--- src/rtl/timer_pkg.sv ---
`timescale 1ns/1ps
// Shared definitions for the capture/compare timer: action codes and
// register word addresses. Assumes a 4-bit word address space.
package timer_pkg;
    typedef enum logic [1:0] {
        ACT_NONE = 2'b00,
        ACT_SET  = 2'b01,
        ACT_CLR  = 2'b10,
        ACT_TOG  = 2'b11
    } cmp_act_e;

    localparam logic [3:0] A_CTRL  = 4'd0;
    localparam logic [3:0] A_MODE  = 4'd1;
    localparam logic [3:0] A_SEL   = 4'd2;
    localparam logic [3:0] A_FLAG  = 4'd3;
    localparam logic [3:0] A_IEN   = 4'd4;
    localparam logic [3:0] A_COUNT = 4'd5;
    localparam logic [3:0] A_PACC  = 4'd6;
endpackage

--- src/rtl/timer_counter.sv ---
`timescale 1ns/1ps
// Prescaled free-running counter. Divides the clock by 2^pexp, steps the
// count on each prescale tick, flags the wrap and reports a step one cycle
// later. Assumes load is used while stopped; a load cancels that cycle's step.
module timer_counter #(
    parameter int CW = 16,
    parameter int PW = 3
) (
    input  logic          clk,
    input  logic          rst_n,
    input  logic          run,
    input  logic [PW-1:0] pexp,
    input  logic          pre_clr,
    input  logic          load,
    input  logic [CW-1:0] load_val,
    output logic [CW-1:0] cnt,
    output logic          stepped,
    output logic          ovf_evt
);
    localparam int PRE_W = (1 << PW) - 1;

    logic [PRE_W-1:0] pre_q;
    logic [PRE_W:0]   one_sh;
    logic [PRE_W-1:0] mask;
    logic             tick;

    // Mask of prescale bits that must all be one for a tick.
    always_comb begin
        one_sh = {{PRE_W{1'b0}}, 1'b1} << pexp;
        mask   = one_sh[PRE_W-1:0] - {{(PRE_W-1){1'b0}}, 1'b1};
        tick   = run && ((pre_q | ~mask) == {PRE_W{1'b1}});
    end

    assign ovf_evt = tick && !load && (cnt == {CW{1'b1}});

    // Prescale phase counter, restarted on control write or stop.
    always_ff @(posedge clk) begin
        if (!rst_n || pre_clr || !run) pre_q <= '0;
        else                           pre_q <= pre_q + 1'b1;
    end

    // Main count with load and prescaled step; step marker for compares.
    always_ff @(posedge clk) begin
        if (!rst_n) begin
            cnt     <= '0;
            stepped <= 1'b0;
        end else begin
            stepped <= tick && !load;
            if (load)      cnt <= load_val;
            else if (tick) cnt <= cnt + 1'b1;
        end
    end

    assert_hold_R3: assert property (@(posedge clk) disable iff (!rst_n)
        (!run && !load) |=> $stable(cnt));
    assert_wrap_R4: assert property (@(posedge clk) disable iff (!rst_n)
        ovf_evt |=> (cnt == '0));
endmodule

--- src/rtl/timer_channel.sv ---
`timescale 1ns/1ps
// One timer channel: input capture or output compare against the shared
// count, with its own write-one-to-clear flag. Assumes cap_in is already
// synchronous to clk.
module timer_channel
    import timer_pkg::*;
#(
    parameter int CW = 16
) (
    input  logic          clk,
    input  logic          rst_n,
    input  logic          is_cmp,
    input  logic [1:0]    sel,
    input  logic [CW-1:0] cnt,
    input  logic          stepped,
    input  logic          cap_in,
    input  logic          wr_val,
    input  logic [CW-1:0] wr_data,
    input  logic          flag_clr,
    output logic          flag,
    output logic [CW-1:0] value,
    output logic          out
);
    logic cap_d, rise, fall, cap_evt, cmp_evt;

    assign rise    = cap_in && !cap_d;
    assign fall    = !cap_in && cap_d;
    assign cap_evt = !is_cmp && ((sel[0] && rise) || (sel[1] && fall));
    assign cmp_evt = is_cmp && stepped && (cnt == value);

    // Delayed input for edge detection.
    always_ff @(posedge clk) begin
        if (!rst_n) cap_d <= 1'b0;
        else        cap_d <= cap_in;
    end

    // Value register: capture has priority over a software write.
    always_ff @(posedge clk) begin
        if (!rst_n)       value <= '0;
        else if (cap_evt) value <= cnt;
        else if (wr_val)  value <= wr_data;
    end

    // Event flag: a new event wins over a clear.
    always_ff @(posedge clk) begin
        if (!rst_n)                  flag <= 1'b0;
        else if (cap_evt || cmp_evt) flag <= 1'b1;
        else if (flag_clr)           flag <= 1'b0;
    end

    // Compare output action.
    always_ff @(posedge clk) begin
        if (!rst_n) out <= 1'b0;
        else if (cmp_evt) begin
            case (cmp_act_e'(sel))
                ACT_SET:  out <= 1'b1;
                ACT_CLR:  out <= 1'b0;
                ACT_TOG:  out <= !out;
                default:  out <= out;
            endcase
        end
    end

    assert_capture_R8: assert property (@(posedge clk) disable iff (!rst_n)
        cap_evt |=> (value == $past(cnt)));
    assert_flag_set_R9: assert property (@(posedge clk) disable iff (!rst_n)
        (cap_evt || cmp_evt) |=> flag);
    assert_toggle_R7: assert property (@(posedge clk) disable iff (!rst_n)
        (cmp_evt && sel == 2'b11) |=> (out != $past(out)));
endmodule

--- src/rtl/pulse_accum.sv ---
`timescale 1ns/1ps
// Edge-counting pulse accumulator with selectable polarity and a choice of
// saturation or wrap at full scale. Assumes pin is synchronous to clk.
module pulse_accum #(
    parameter int CW = 16
) (
    input  logic          clk,
    input  logic          rst_n,
    input  logic          en,
    input  logic          fall_sel,
    input  logic          sat,
    input  logic          pin,
    input  logic          load,
    input  logic [CW-1:0] load_val,
    output logic [CW-1:0] acc
);
    logic pin_d, edge_hit;

    assign edge_hit = fall_sel ? (!pin && pin_d) : (pin && !pin_d);

    // Delayed input for edge detection.
    always_ff @(posedge clk) begin
        if (!rst_n) pin_d <= 1'b0;
        else        pin_d <= pin;
    end

    // Accumulate active edges, holding at full scale in saturate mode.
    always_ff @(posedge clk) begin
        if (!rst_n)                 acc <= '0;
        else if (load)              acc <= load_val;
        else if (en && edge_hit) begin
            if (!(sat && acc == {CW{1'b1}})) acc <= acc + 1'b1;
        end
    end

    assert_sat_R11: assert property (@(posedge clk) disable iff (!rst_n)
        (sat && !load && acc == {CW{1'b1}}) |=> (acc == {CW{1'b1}}));
endmodule

--- src/rtl/capcmp_timer.sv ---
`timescale 1ns/1ps
// Capture/compare timer top: register port, shared prescaled counter,
// NCH channels, pulse accumulator, flags and interrupt requests.
// Assumes NCH <= 2^(AW-1) and 2*NCH <= CW; inputs are synchronous.
module capcmp_timer
    import timer_pkg::*;
#(
    parameter int NCH = 8,
    parameter int CW  = 16,
    parameter int AW  = 4,
    parameter int PW  = 3
) (
    input  logic           clk,
    input  logic           rst_n,
    input  logic           wr_en,
    input  logic [AW-1:0]  addr,
    input  logic [CW-1:0]  wdata,
    output logic [CW-1:0]  rdata,
    input  logic [NCH-1:0] cap_in,
    input  logic           pacc_in,
    output logic [NCH-1:0] cmp_out,
    output logic [NCH-1:0] ch_irq,
    output logic           ovf_irq
);
    localparam int CTRL_W  = PW + 4;
    localparam int B_PEN   = PW + 1;
    localparam int B_PFALL = PW + 2;
    localparam int B_PSAT  = PW + 3;

    logic [CTRL_W-1:0] ctrl_q;
    logic [NCH-1:0]    mode_q, ien_q, ch_flag;
    logic [2*NCH-1:0]  sel_q;
    logic              ovf_ien_q, ovf_flag;
    logic [CW-1:0]     cnt, acc;
    logic              stepped, ovf_evt;
    logic [CW-1:0]     ch_val [NCH];
    logic [AW-2:0]     ch_idx;
    logic              wr_ctrl, wr_flag;

    assign ch_idx  = addr[AW-2:0];
    assign wr_ctrl = wr_en && (addr == AW'(A_CTRL));
    assign wr_flag = wr_en && (addr == AW'(A_FLAG));

    // Configuration registers.
    always_ff @(posedge clk) begin
        if (!rst_n) begin
            ctrl_q    <= '0;
            mode_q    <= '0;
            sel_q     <= '0;
            ien_q     <= '0;
            ovf_ien_q <= 1'b0;
        end else if (wr_en) begin
            case (addr)
                AW'(A_CTRL): ctrl_q <= wdata[CTRL_W-1:0];
                AW'(A_MODE): mode_q <= wdata[NCH-1:0];
                AW'(A_SEL):  sel_q  <= wdata[2*NCH-1:0];
                AW'(A_IEN): begin
                    ien_q     <= wdata[NCH-1:0];
                    ovf_ien_q <= wdata[CW-1];
                end
                default: ;
            endcase
        end
    end

    // Counter wrap flag, set wins over clear.
    always_ff @(posedge clk) begin
        if (!rst_n)                      ovf_flag <= 1'b0;
        else if (ovf_evt)                ovf_flag <= 1'b1;
        else if (wr_flag && wdata[CW-1]) ovf_flag <= 1'b0;
    end

    timer_counter #(.CW(CW), .PW(PW)) u_cnt (
        .clk(clk), .rst_n(rst_n), .run(ctrl_q[0]), .pexp(ctrl_q[PW:1]),
        .pre_clr(wr_ctrl), .load(wr_en && (addr == AW'(A_COUNT))),
        .load_val(wdata), .cnt(cnt), .stepped(stepped), .ovf_evt(ovf_evt)
    );

    for (genvar i = 0; i < NCH; i++) begin : g_ch
        timer_channel #(.CW(CW)) u_ch (
            .clk(clk), .rst_n(rst_n), .is_cmp(mode_q[i]),
            .sel(sel_q[2*i+1:2*i]), .cnt(cnt), .stepped(stepped),
            .cap_in(cap_in[i]),
            .wr_val(wr_en && addr[AW-1] && (ch_idx == (AW-1)'(i))),
            .wr_data(wdata), .flag_clr(wr_flag && wdata[i]),
            .flag(ch_flag[i]), .value(ch_val[i]), .out(cmp_out[i])
        );
    end

    pulse_accum #(.CW(CW)) u_pacc (
        .clk(clk), .rst_n(rst_n), .en(ctrl_q[B_PEN]),
        .fall_sel(ctrl_q[B_PFALL]), .sat(ctrl_q[B_PSAT]), .pin(pacc_in),
        .load(wr_en && (addr == AW'(A_PACC))), .load_val(wdata), .acc(acc)
    );

    assign ch_irq  = ch_flag & ien_q;
    assign ovf_irq = ovf_flag && ovf_ien_q;

    // Combinational read multiplexer.
    always_comb begin
        rdata = '0;
        if (addr[AW-1]) begin
            if (int'(ch_idx) < NCH) rdata = ch_val[ch_idx];
        end else begin
            case (addr)
                AW'(A_CTRL):  rdata[CTRL_W-1:0] = ctrl_q;
                AW'(A_MODE):  rdata[NCH-1:0]    = mode_q;
                AW'(A_SEL):   rdata[2*NCH-1:0]  = sel_q;
                AW'(A_FLAG): begin
                    rdata[NCH-1:0] = ch_flag;
                    rdata[CW-1]    = ovf_flag;
                end
                AW'(A_IEN): begin
                    rdata[NCH-1:0] = ien_q;
                    rdata[CW-1]    = ovf_ien_q;
                end
                AW'(A_COUNT): rdata = cnt;
                AW'(A_PACC):  rdata = acc;
                default:      rdata = '0;
            endcase
        end
    end

    assert_ovf_flag_R4: assert property (@(posedge clk) disable iff (!rst_n)
        ovf_evt |=> ovf_flag);
endmodule

--- config.mk ---
export PLATFORM = sky130hd
export DESIGN_NAME = capcmp_timer
export DESIGN_NICKNAME = d
export VERILOG_FILES = /design/src/rtl/timer_pkg.sv /design/src/rtl/timer_counter.sv /design/src/rtl/timer_channel.sv /design/src/rtl/pulse_accum.sv /design/src/rtl/capcmp_timer.sv
export SDC_FILE = /design/constraint.sdc
export NUM_CORES = 1
export LEC_CHECK = 0
export ABC_AREA = 1
export BUFFER_PORTS_ARGS = -buffer_cell sky130_fd_sc_hd__buf_2
export CAP_MARGIN = 20
export CORE_AREA = 2 2 223 225
export DETAILED_ROUTE_END_ITERATION = 8
export DIE_AREA = 0 0 225 227
export PLACE_DENSITY_LB_ADDON = 0.1
export SETUP_SLACK_MARGIN = 0.05
export SKIP_LAST_GASP = 1
export SYNTH_ARGS = -nofsm -noshare
export SYNTH_HDL_FRONTEND = slang
export SYNTH_SLANG_ARGS = --single-unit
--- constraint.sdc ---
create_clock -name clk -period 1.7 [get_ports clk]
set_input_delay 0.085 -clock clk [delete_from_list [all_inputs] [get_ports clk]]
set_output_delay 0.085 -clock clk [all_outputs]
set_load 0.01 [all_outputs]
==> Word-level counts from Yosys, hierarchy flattened <==
Cells that the tools add are included.
{ "word_totals": {"regBits": 234, "output_inout_bits": 33, "in_bits": 32, "wordCells": 341} }
{ "op_classes": {"eq_ne": 49, "n_lt_le_gt_ge": 1, "n_reduce_logical": 183, "n_mux": 56, "n_shift": 1, "bitwise": 4, "n_addsub": 4} }
{ "op_table": {"columns": ["cell", "count"], "rows": [
  ["$mux 16", 24],
  ["$eq 16x16->1", 8],
  ["$logic_and 1x1->1", 86],
  ["$pmux 7 s7", 1],
  ["$bmux 16 s3", 1],
  ["$reduce_bool 2->1", 19],
  ["$logic_not 1->1", 37],
  ["$add 16x1->16 const B", 2],
  ["$eq 16x16->1 const B", 2],
  ["$eq 2x2->1 const B", 16],
  ["$reduce_and 2->1", 13],
  ["$pmux 1 s3", 8],
  ["$reduce_bool 3->1", 8],
  ["$pmux 7 s3", 1],
  ["$mux 1", 19],
  ["$logic_or 1x1->1", 18],
  ["$eq 2x1->1 const B", 8],
  ["$eq 3x3->1 const B", 4],
  ["$eq 4x3->1 const B", 3],
  ["$and 8x8->8", 1],
  ["$eq 4x2->1 const B", 2],
  ["$add 7x1->7 const B", 1],
  ["$eq 7x7->1 const B", 1],
  ["$not 7->7", 1],
  ["13 further kinds", 14]
]} }

==> Logic depth before layout (Yosys ltp) <==
Gate-level depths: netlist of run 1.
{ "logic_depth": {"ltp_word": 9, "mapped_depth": 12, "ltp_nobuf": 11} }

==> Hierarchy <==
From an unflattened synthesis of run 1, not the netlist that was laid out.
{ "unflattened": {"cells_unflattened": 2983, "hier_area_um2": 17133.9} }
{ "modules_own_cells": {"columns": ["module", "seq_area_each_um2", "cells_per_inst", "area_each_um2", "n_inst"], "rows": [
  ["timer_channel", 380.4, 226, 1321.3, 8],
  ["capcmp_timer", 820.8, 719, 3689.8, 1],
  ["timer_counter", 480.5, 268, 1667.8, 1],
  ["pulse_accum", 340.3, 188, 1206.2, 1]
]} }

==> Least setup slack after synthesis of run 1 <==
Ideal clock, no wire load.
{ "synth_path": {"path_kind": "reg2reg", "start": "register u_pacc.acc[0]", "end": "register u_pacc.acc[10]", "slack_ns": 0.090, "setup_ns": 0.132, "arrival_ns": 1.478, "t_required_ns": 1.568, "n_path_buf": 1, "synth_period_minus_slack_ns": 1.610, "stages_incl_launch_ff": 12, "cell_sequence": "dfxtp_1 -> ha_1 -> nand2_1 -> nor2_2 -> nand2_1 -> nor2_1 -> nand3_1 -> nand2_2 -> inv_2 -> buf_4 -> nand2_1 -> a21oi_1"} }
{ "synth_between": {"elab_chain_len": 4, "word_cells_on_any_way": 8, "classes_between": "add/sub: 1; eq/ne: 2; mux: 3; reduce/logical: 2"} }
{ "synth_rtl": {"columns": ["element", "line", "rtl"], "rows": [
  ["start, declared", "pulse_accum.sv:15", "output logic [CW-1:0] acc"],
  ["start signal, assigned", "pulse_accum.sv:30", "else if (load) acc <= load_val;"],
  ["start signal, assigned", "pulse_accum.sv:32", "if (!(sat && acc == {CW{1'b1}})) acc <= acc + 1'b1;"],
  ["$add 16x1->16 / $eq 16x16->1 (equally long branches)", "pulse_accum.sv:32", null],
  ["$mux 16 / $logic_and 1x1->1 (equally long branches)", "pulse_accum.sv:32", null],
  ["$mux 16 / $ne 2x1->1 (equally long branches)", null, null],
  ["$mux 16 / $reduce_and 2->1 (equally long branches)", null, null]
]} }
Parallel ways exist; a longest one is shown, timed or not. The select of a mux whose other input is x is not followed.
A chain may end at the register's enable or synchronous reset.

==> Worst setup path after layout of run 1 <==
{ "layout_path": {"start": "register g_ch[1].u_ch.value[13]", "end": "output rdata[13]"} }
{ "layout_between": {"elab_chain_len": 4} }
{ "layout_rtl": {"columns": ["element", "line", "rtl"], "rows": [
  ["start, declared", "timer_channel.sv:21", "output logic [CW-1:0] value,"],
  ["start signal, assigned", "timer_channel.sv:40", "else if (cap_evt) value <= cnt;"],
  ["start signal, assigned", "timer_channel.sv:41", "else if (wr_val) value <= wr_data;"],
  ["$bmux 16 s3", "capcmp_timer.sv:103", "if (int'(ch_idx) < NCH) rdata = ch_val[ch_idx];"],
  ["$mux 16 (not written as such) (2 in series)", "capcmp_timer.sv:103", null],
  ["$mux 16", "capcmp_timer.sv:102", "if (addr[AW-1]) begin"],
  ["end, declared", "capcmp_timer.sv:18", "output logic [CW-1:0] rdata,"]
]} }
Every way passes these cells. The select of a mux whose other input is x is not followed.

==> flow_metrics.py, run 1 <==
metrics = {
    "grt": {
        "grt_pass1_vias": 16120,
        "antenna_found_initial": 0,
        "grt_first_pass_wirelength_mm": 104.9,
        "globalRouteOverflowTotal": 0,
        "grt_use_total_pct": 27.47,
        "grt_max_degree": 127,
    },
    "yosys": {
        "seq_area_frac_synth_pct": 32.55,
        "synthDistinctLibCells": 45,
        "syn_inst": 2321,
        "synth_area_leaders": "dfxtp_1 33%, nand2_1 21%, o21ai_0 7.5%",
        "synth_top_area_share_pct": 32.55,
        "synthArstFlopShare_pct": 0,
        "avgSynthCellArea_um2": 6.201,
        "netlist_area_um2": 14390,
        "ys.flop_type": "dfxtp_1",
        "syn_nets": 2356,
        "ys_ff_latch": 234,
        "ys_warn_count": 0,
        "yosys.area.top_type": "dfxtp_1",
        "synth_edf_count": 0,
    },
    "clock_tree": {
        "numClockSinks": 234,
        "clk_latency_ps": 590,
        "cts_buffer_depth": 3,
        "cts_inserted_buffers": 31,
        "htreeDepth": 1,
        "clk_pin_slew_ps": 60,
        "root_buffer": "clkbuf_16",
        "cts_tree": "done",
    },
    "worst_setup_path": {
        "slowest_delay_ps": 320,
        "start_kind": "register",
        "critPathBufInv": 2,
        "critical_path_class": "register to output pin",
        "crit_family": "compound AO/OA/AOI/OAI gates",
        "cp_max_fo": 2,
        "cpMaxStageDelayCell": "dfxtp_2",
        "crit_chain": "inv_2 -> o22ai_2 -> a21oi_1 -> o211ai_1 -> nand3_1 -> nand2_2 -> buf_6",
        "worst_ep_required_time_ps": 1620,
        "crit_path_end_kind": "output pin",
        "arrival_ps": 1780,
    },
    "die": {
        "io_pins": 65,
        "rows": 81,
        "coreArea_um2": 48550,
        "die_area_um2": 51080,
        "start_util_pct": 29.65,
        "die_h_um": 227,
        "fp.dieW_um": 225,
    },
    "final_layout": {
        "syn2layout_area_growth_pct": 44.44,
        "instances_no_fill": 3231,
        "antennaDiodeCount": 0,
        "layout-drive-gt1-share_pct": 32.31,
        "nets": 2622,
        "final_util_pct": 42.82,
    },
    "timing": {
        "max_slew_margin_pct": 58.09,
        "hold_violations": 0,
        "setup_viol": 12,
        "fin_crit_sh_pct": 109.9,
        "min_period_ps": 1869,
        "setup_slack_ps": -169.1,
        "report.final.slew_viol_count": 0,
        "tightest_slew_ps": 628.6,
        "fin_worst_skew_ps": 11.22,
        "rsz0062_at_grt": "true",
        "fmax_ghz": 0.5350,
        "hold_slack_ps": 47.71,
    },
    "worst_hold_path": {
        "holdCritPathClass": "input pin to register",
    },
    "power": {
        "power.density_nw_per_um2": 757.7,
        "vdd_drop_max_mv": 0.7685,
        "p_leak_nw": 8.150,
    },
    "run": {
        "cap_violations": 0,
    },
    "route": {
        "drt-pass1-iter-count": 6,
        "finalWirelength_mm": 71.29,
        "vias": 17140,
        "drtIter0Drc": 1429,
        "vias_per_cell": 5.305,
        "drcViolationCount": 0,
        "wl_per_cell_um": 22.06,
        "ant_nets": 0,
    },
    "outcome": {
        "status": "finished, violations left",
        "failed_checks": "negative setup slack",
    },
    "place": {
        "dp_cells": 3066,
        "dp_hpwl_mm": 51.09,
        "place.gp.congestion": 0.9018,
        "pre_cts_ws_ps": -304.0,
        "portBuffers": 64,
    },
}
==> registers in the layout, indices dropped and copies added, names as in the netlist <==
| signal | count |
|---|---|
| ctrl_q | 7 |
| g_ch.u_ch.cap_d | 8 |
| g_ch.u_ch.flag | 8 |
| g_ch.u_ch.out | 8 |
| g_ch.u_ch.value | 128 |
| ien_q | 8 |
| mode_q | 8 |
| ovf_flag | 1 |
| ovf_ien_q | 1 |
| sel_q | 16 |
| u_cnt.cnt | 16 |
| u_cnt.pre_q | 7 |
| u_cnt.stepped | 1 |
| u_pacc.acc | 16 |
| u_pacc.pin_d | 1 |
==> path summary, 6_finish.rpt <==
kind                           from       endpoint  slack [ps]  depth (start not counted)
max          g_ch[1].u_ch.value[13]      rdata[13]        -170                          7
min                           wr_en       ien_q[6]          50                          4
max reg2reg            u_cnt.cnt[1]  u_cnt.cnt[10]          50                         12
min reg2reg                ien_q[0]       ien_q[0]         470                          2
==> timing repair <==
action / 4_1_cts / 5_1_grt
buffers inserted: 60 / 33
hold buffers: 27 / 0
pin swaps: 81 / 130
cloned: 4 / 2
gates resized for setup: 350 / 251
setup endpoints to repair: 65 / 66
endpoints found under the hold margin: 116 / 0
==> synthesized netlist by cell type (13+ instances only) <==
| cell | number |
|---|---|
| inv_2 | 16 |
| a21oi_1 | 113 |
| nor2_1 | 129 |
| a211oi_1 | 16 |
| nand2_1 | 788 |
| o22ai_1 | 37 |
| buf_2 | 42 |
| nor3_1 | 27 |
| buf_4 | 13 |
| nand3b_1 | 15 |
| nand4_1 | 31 |
| inv_1 | 208 |
| a31oi_1 | 118 |
| clkbuf_1 | 104 |
| xnor2_1 | 28 |
| dfxtp_1 | 234 |
| o21ai_0 | 216 |
| nand3_1 | 86 |
| o2111ai_1 | 13 |
==> cell families (layout without fill, tap and decap cells) <==
logic type / after synthesis / count (layout) / share of synthesized area (%)
compound gates: 544 / 544 / 21.42
xor+xnor: 40 / 40 / 2.434
fa+ha+maj: 3 / 3 / 0.2608
buf+inv: 396 / 684 / 11.22
flops: 234 / 234 / 32.55
simple gates: 1104 / 1104 / 32.11
==> where the power goes <==
part | switching, mW | internal [mW] | total, mW
clock network | 2.77 | 4.18 | 6.95
registers | 0.259 | 5.76 | 6.02
logic | 1.74 | 1.05 | 2.79
==> layout by cell type (no fill, tap or decap), drive strengths merged, types with 16 or more instances in the layout <==
cell type	Yosys	final
a211oi	16	16
a21oi	113	113
a31oi	118	118
buf	62	369
clkbuf	104	45
dfxtp	234	234
dlygate4sd3	0	27
inv	225	224
nand2	795	795
nand3	88	88
nand4	32	32
nor2	137	137
nor3	34	34
o21ai	219	219
o22ai	37	37
xnor2	28	28
==> worst min-delay path, cell delays in order <==
cell     delay [ps]
buf_2           190
buf_4           190
nand3_1          70
a21oi_1          60
==> layout make-up <==
| cell class | count | area [µm²] |
|---|---|---|
| clock inverter | 12 | 162.7 |
| tap | 622 | 778.2 |
| multi-input combinational | 1691 | 9537 |
| clock buffer | 43 | 880.8 |
| timing repair buffer | 399 | 3652 |
| sequential | 234 | 4845 |
| fill | 5036 | 27760 |
| inverter | 230 | 933.4 |
==> metal layers <==
layer | vias up | wire [µm] | share of wire [%] | track usage, %
met3 | 105 | 4046 | 5.7 | 3.640
li1 | 8170 | - | - | -
met5 | - | 0 | 0 | 0
met2 | 600 | 33200 | 47 | 45.54
met1 | 8266 | 31820 | 45 | 36.73
met4 | 0 | 2228 | 3.1 | 9.528
==> stage by stage <==
stage               total power, mW  area, µm²  TNS, ps
detailed placement            8.372      16790    -5279
finish                        15.75      20790    -1178
floorplan                     7.308      14390        0
global route                  16.32      20790    -2056
CTS                           15.69      19740    -1708
global placement              8.360      16790    -5116
No activity file was read; power rests on OpenSTA's default activity.
==> inputs of run 2 (changes only) <==
ABC_AREA = default   (was 1)
CORE_AREA = 2 2 218 220   (was 2 2 223 225)
DIE_AREA = 0 0 220 222   (was 0 0 225 227)
==> run 2 against run 1 <==
The flow still finishes with violations (negative setup slack). Clock power shrank 6.8%. Worst hold slack worse by 23 ps. Sequential power shrank 5.5%. Combinational power down 36%. Via count fell by 19%. Cell count decreased by 21%.
==> flow_metrics.py, run 2 <==
metrics = {
    "outcome": {
        "status": "finished, violations left",
        "failed_checks": "negative setup slack",
    },
    "die": {
        "coreArea_um2": 46260,
        "start_util_pct": 29.86,
        "die_h_um": 222,
        "io_pins": 65,
        "fp.dieW_um": 220,
        "die_area_um2": 48840,
        "rows": 79,
    },
    "grt": {
        "grt_first_pass_wirelength_mm": 90.58,
        "antenna_found_initial": 2,
        "grt_max_degree": 95,
        "grt_use_total_pct": 25.06,
        "grt_pass1_vias": 13220,
        "globalRouteOverflowTotal": 0,
    },
    "place": {
        "portBuffers": 64,
        "dp_hpwl_mm": 44.00,
        "dp_cells": 2415,
        "place.gp.congestion": 0.9072,
    },
    "yosys": {
        "syn_nets": 1654,
        "ys_ff_latch": 234,
        "seq_area_frac_synth_pct": 33.91,
        "synthTopCellsByCount": "234 x dfxtp_1, 168 x nor2_1, 132 x nand2_1, 119 x mux2i_1, 118 x xnor2_1",
        "synth_area_leaders": "dfxtp_1 34%, mux2i_1 8.6%, xnor2_1 7.5%",
        "syn_inst": 1619,
        "synthArstFlopShare_pct": 0,
        "yosys.area.top_type": "dfxtp_1",
        "synth_edf_count": 0,
        "netlist_area_um2": 13810,
        "synthDistinctLibCells": 59,
        "yosysMostFrequentCell": "dfxtp_1",
        "avgSynthCellArea_um2": 8.532,
        "synth_top_area_share_pct": 33.91,
        "ys.flop_type": "dfxtp_1",
        "ys_warn_count": 0,
    },
    "timing": {
        "fin_crit_sh_pct": 135.8,
        "tightest_slew_ps": 684.2,
        "report.final.slew_viol_count": 0,
        "fin_worst_skew_ps": 7.571,
        "hold_violations": 0,
        "max_slew_margin_pct": 54.39,
        "fmax_ghz": 0.4331,
        "min_period_ps": 2309,
        "rsz0062_at_grt": "true",
        "setup_slack_ps": -608.8,
        "setup_viol": 46,
    },
    "route": {
        "drt-pass1-iter-count": 5,
        "drcViolationCount": 0,
        "wl_per_cell_um": 24.41,
        "vias": 13870,
        "ant_nets": 0,
        "finalWirelength_mm": 62.09,
        "drtIter0Drc": 1282,
        "vias_per_cell": 5.453,
    },
    "power": {
        "power.density_nw_per_um2": 716.5,
        "vdd_drop_max_mv": 0.6993,
        "p_leak_nw": 7.712,
        "p_total_mw": 13.94,
    },
    "worst_setup_path": {
        "start_kind": "register",
        "crit_path_end_kind": "output pin",
        "critical_path_class": "register to output pin",
        "crit_chain": "buf_6 -> mux4_2 -> mux4_2 -> buf_6",
        "cpMaxStageDelayCell": "mux4_2",
        "cp_max_fo": 2,
        "arrival_ps": 2220,
        "worst_ep_required_time_ps": 1620,
        "slowest_delay_ps": 550,
    },
    "clock_tree": {
        "htreeDepth": 1,
        "root_buffer": "clkbuf_16",
        "cts_tree": "done",
        "cts_inserted_buffers": 29,
        "numClockSinks": 234,
        "cts_buffer_depth": 3,
        "clk_latency_ps": 580,
        "clk_pin_slew_ps": 60,
    },
    "final_layout": {
        "largest_reg_flops": 128,
        "layout-drive-gt1-share_pct": 35.88,
        "nets": 1950,
        "antennaDiodeCount": 0,
        "nFillCells": 4635,
        "final_util_pct": 42.07,
        "final_common_cell": "buf_4",
        "syn2layout_area_growth_pct": 40.89,
        "top_register": "g_ch.u_ch.value",
        "multi_input_area_um2": 9150,
        "instances_no_fill": 2544,
        "layout_common_cells": "290 x buf_4, 173 x dfxtp_1, 168 x nor2_1",
        "seqCellArea_um2": 4791,
    },
    "run": {
        "cap_violations": 0,
    },
    "worst_hold_path": {
        "holdCritPathClass": "input pin to register",
    },
}
[run 2: path summary, 6_finish.rpt]
path / startpoint / endpoint / slack [ps] / depth (start not counted)
setup / recovery: ctrl_q[0] / rdata[0] / -610 / 4
hold / removal: wdata[6] / sel_q[6] / 20 / 3
setup reg to reg: u_cnt.pre_q[1] / u_cnt.cnt[14] / -330 / 7
hold reg to reg: ien_q[2] / ien_q[2] / 480 / 2
[run 2: layout make-up]
cell class / count / area share, %
flip-flops and latches: 234 / 24.62
well taps: 607 / 3.903
inverters: 14 / 0.2957
multi-input cells: 1195 / 47.02
clock inverters: 9 / 0.5208
clock buffers: 44 / 4.481
repair buffers: 441 / 19.17
[run 2: power by group]
| part | total (mW) | switching (mW) | internal (mW) |
|---|---|---|---|
| Combinational | 1.78 | 1.03 | 0.751 |
| Clock | 6.48 | 2.67 | 3.81 |
| Sequential | 5.69 | 0.105 | 5.58 |
| Total | 13.9 | 3.80 | 10.1 |
[run 2: repair_timing]
| item | CTS | global route |
|---|---|---|
| pin swaps | 60 | 57 |
| gates resized for setup | 168 | 89 |
| buffers inserted | 31 | 23 |
| hold buffers | 22 | 0 |
| endpoints found under the hold margin | 42 | 0 |
| gates cloned | 1 | 1 |
| setup endpoints to repair | 58 | 70 |
[run 2: cell families (layout without fill, tap and decap cells)]
kind of cell	count (synthesis)	in the layout	synth area share, %
and+or+nand+nor	495	495	16.93
AOI/OAI and AO/OA	384	384	18.50
DFF	234	234	33.91
buffers and inverters	190	508	5.824
muxes	167	167	15.31
xor gates and xnor gates	146	146	9.257
adders and majority gates	3	3	0.2718
[run 2: layer usage]
metal	vias up	global-route usage (%)	wire, µm
li1	6471	-	-
met1	6891	35.21	28080
met2	416	39.05	28340
met3	92	3.786	3511
met4	2	8.249	2142
met5	-	0	12
[run 2: critical path: cells and delay by family (launching register included)]
| kind | cells | cell delay (ps) |
|---|---|---|
| DFF | 1 | 320 |
| buffers and inverters | 2 | 270 |
| muxes | 2 | 1050 |
[run 2: metrics by stage]
| stage | setup TNS (ps) | hold WS, ps | setup WS (ps) | area (µm²) |
|---|---|---|---|---|
| floorplan | -106.0 | 206.7 | -50.77 | 13900 |
| detailed placement | -11240 | 318.1 | -311.7 | 16770 |
| global route | -15280 | 28.69 | -679.3 | 19460 |
| finish | -11460 | 24.63 | -608.8 | 19460 |
| global placement | -10400 | 311.5 | -308.7 | 16770 |
| CTS | -10990 | 8.833 | -623.3 | 18880 |
==> inputs of run 3 (changes only) <==
CORE_AREA = 2 2 158 160   (was 2 2 218 220)
CTS_CLUSTER_DIAMETER = 200   (was default)
DIE_AREA = 0 0 160 162   (was 0 0 220 222)
SYNTH_HIERARCHICAL = 1   (was default)
==> run 3 against run 2 <==
The run still ends with negative setup slack left. Worst hold slack improved by 4.8 ps. Synthesized area is 5.5% higher. Critical path depth rose by 6. Combinational power increased by 17%. Synthesized cell count fell by 2.7%. Sequential share of layout area is 1.1 points lower. Sequential power hardly changed. Core utilization is 43 points higher. First-iteration DRC count rose by 98%. Highest routed layer unchanged.
==> flow_metrics.py, run 3 <==
metrics = {
    "outcome": {
        "status": "finished, violations left",
        "failed_checks": "negative setup slack",
    },
    "grt": {
        "antenna_found_initial": 2,
        "globalRouteOverflowTotal": 0,
        "grt_max_degree": 67,
        "grt_use_total_pct": 43.64,
        "grt_pass1_vias": 14830,
        "grt_first_pass_wirelength_mm": 87.20,
    },
    "route": {
        "ant_nets": 0,
        "wl_per_cell_um": 27.81,
        "drcViolationCount": 0,
        "vias": 15790,
        "drt-pass1-iter-count": 6,
        "drtIter0Drc": 2533,
        "vias_per_cell": 6.903,
        "finalWirelength_mm": 63.63,
    },
    "timing": {
        "rsz0062_at_grt": "true",
        "max_slew_margin_pct": 55.11,
        "fin_worst_skew_ps": 8.905,
        "fin_crit_sh_pct": 135.1,
        "report.final.slew_viol_count": 0,
        "hold_slack_ps": 29.47,
        "setup_slack_ps": -597.5,
        "tns_ps": -21500,
        "tightest_slew_ps": 672.7,
        "setup_viol": 50,
        "hold_violations": 0,
        "fmax_ghz": 0.4353,
        "min_period_ps": 2297,
    },
    "final_layout": {
        "top_register": "g_ch.u_ch/value",
        "final_common_cell": "buf_4",
        "syn2layout_area_growth_pct": 40.89,
        "layout_common_cells": "280 x buf_4, 201 x nand2_1, 165 x mux2i_1",
        "nets": 1981,
        "largest_reg_flops": 128,
        "layout-drive-gt1-share_pct": 38.92,
    },
    "yosys": {
        "ys_ff_latch": 234,
        "seq_area_frac_synth_pct": 32.15,
        "syn_inst": 1575,
        "synth_edf_count": 0,
        "avgSynthCellArea_um2": 9.253,
        "synth_top_area_share_pct": 32.15,
        "synthTopCellsByCount": "234 x dfxtp_1, 204 x nand2_1, 170 x mux2i_1, 133 x xnor2_1, 129 x o211a_1",
        "ys.flop_type": "dfxtp_1",
        "yosys.area.top_type": "dfxtp_1",
        "ys_warn_count": 6,
        "yosysMostFrequentCell": "dfxtp_1",
        "synthDistinctLibCells": 84,
        "synth_area_leaders": "dfxtp_1 32%, mux2i_1 12%, o211a_1 8.9%",
        "synthArstFlopShare_pct": 0,
        "syn_nets": 1611,
        "netlist_area_um2": 14570,
    },
    "die": {
        "io_pins": 65,
        "fp.dieW_um": 160,
        "coreArea_um2": 24110,
        "die_area_um2": 25920,
        "start_util_pct": 60.45,
        "die_h_um": 162,
        "rows": 57,
    },
    "worst_setup_path": {
        "cpMaxStageDelayCell": "or3_4",
        "worst_ep_required_time_ps": 2120,
        "critical_path_class": "register to register",
        "critPathBufInv": 2,
        "crit_family": "simple AND/OR/NAND/NOR gates",
        "cp_max_fo": 6,
        "start_kind": "register",
        "crit_path_end_kind": "register",
        "arrival_ps": 2720,
        "crit_chain": "or3_4 -> ha_4 -> nor4b_4 -> a211o_4 -> nor4_4 -> buf_6 -> buf_4 -> nand3_2 -> xor2_1 -> a21oi_1",
        "slowest_delay_ps": 400,
    },
    "power": {
        "sw_frac_of_total_pct": 27.43,
        "p_sw_mw": 3.770,
        "p_leak_nw": 9.384,
        "clockPowerShare_pct": 43.4,
        "internal_power_mw": 9.976,
        "p_total_mw": 13.75,
        "vdd_drop_max_mv": 0.8357,
        "power.density_nw_per_um2": 669.6,
        "seq_power_share_pct": 41.5,
        "pwr-share-comb_pct": 15.1,
    },
    "clock_tree": {
        "htreeDepth": 1,
        "numClockSinks": 234,
        "clk_latency_ps": 550,
        "root_buffer": "clkbuf_16",
        "clk_pin_slew_ps": 60,
        "cts_buffer_depth": 3,
        "cts_inserted_buffers": 27,
        "cts_tree": "done",
    },
    "run": {
        "cap_violations": 0,
    },
    "worst_hold_path": {
        "holdCritPathClass": "input pin to register",
    },
    "place": {
        "dp_hpwl_mm": 37.22,
        "place.gp.congestion": 0.9575,
        "portBuffers": 64,
    },
}
run 3: cell types whose count changed after synthesis, moves of 19 or more:
cell | previous run | this run
o21ai_0 | 82 | 47
mux2i_1 | 119 | 170
and2_1 | 19 | 38
nor2_1 | 168 | 40
a21oi_1 | 88 | 33
a211oi_1 | 101 | 11
clkbuf_1 | 113 | 77
a311oi_1 | 32 | 0
buf_1 | 19 | 0
o211a_1 | 0 | 129
nor2b_1 | 7 | 36
nand2_1 | 132 | 204
run 3: kinds of logic (layout without fill, tap and decap cells):
family | count (synthesis) | count (layout) | synth area share [%]
mux | 202 | 202 | 16.75
flops | 234 | 234 | 32.15
fa+ha+maj | 4 | 4 | 0.3434
simple gates | 497 | 498 | 18.11
xor+xnor | 148 | 148 | 8.895
other cells | 0 | 1 | 0
buf+inv | 149 | 535 | 4.748
compound gates | 341 | 342 | 19.01
run 3: area by class of cell:
type / count / area (µm²)
multi-input cells: 1194 / 10190
fillers: 1261 / 3575
clock buffers: 42 / 833.3
flip-flops and latches: 234 / 4837
well taps: 324 / 405.4
repair buffers: 456 / 4094
diodes: 1 / 2.502
inverters: 32 / 120.1
clock inverters: 5 / 50.05
run 3: what timing repair did:
action	CTS	global route
gates resized for setup	222	94
hold endpoints to repair	53	0
hold buffers	19	0
pin swaps	64	49
endpoints found under the setup margin	55	65
setup buffers	91	25
gates cloned	3	1
run 3: worst min-delay path, cell delays in order:
cell	delay (ps)
buf_2	250
nand2_1	110
a21boi_0	80
run 3: worst paths after layout:
kind | slack (ps) | cells after the start | start | end
max | -600 | 10 | ctrl_q[1] | u_cnt/cnt[7]
min | 30 | 3 | wdata[5] | sel_q[5]
max reg2reg | -600 | 10 | ctrl_q[1] | u_cnt/cnt[7]
min reg2reg | 520 | 2 | sel_q[2] | sel_q[2]
run 3: power by group through the flow:
stage               clock network (mW)  logic, mW  registers, mW
finish                            5.96       2.08           5.70
floorplan                            0      0.834           5.80
CTS                               5.90       1.84           5.69
global route                      6.13       2.11           5.71
detailed placement                   0       1.57           5.82
global placement                     0       1.54           5.82
run 3: per-layer routing:
metal	vias up	part of all wire, %	global-route usage, %	wire length, µm
met3	452	13	8.810	8520
li1	6488	-	-	-
met1	7457	34	54.17	21820
met4	2	9.1	28.38	5784
met2	1395	43	69.54	27490
met5	-	0.019	0	12
run 3: metrics by stage:
stage          cells  area (µm²)  util [%]  worst slack [ps]
6_report        2288       20530     85.17            -597.5
5_1_grt         2288       20530     85.17            -648.4
4_1_cts         2262       19870     82.41            -543.7
3_5_place_dp    2102       17150     71.14            -548.0
3_3_place_gp    2102       17150     71.14            -515.8
2_1_floorplan   1575       14730         -            -620.4
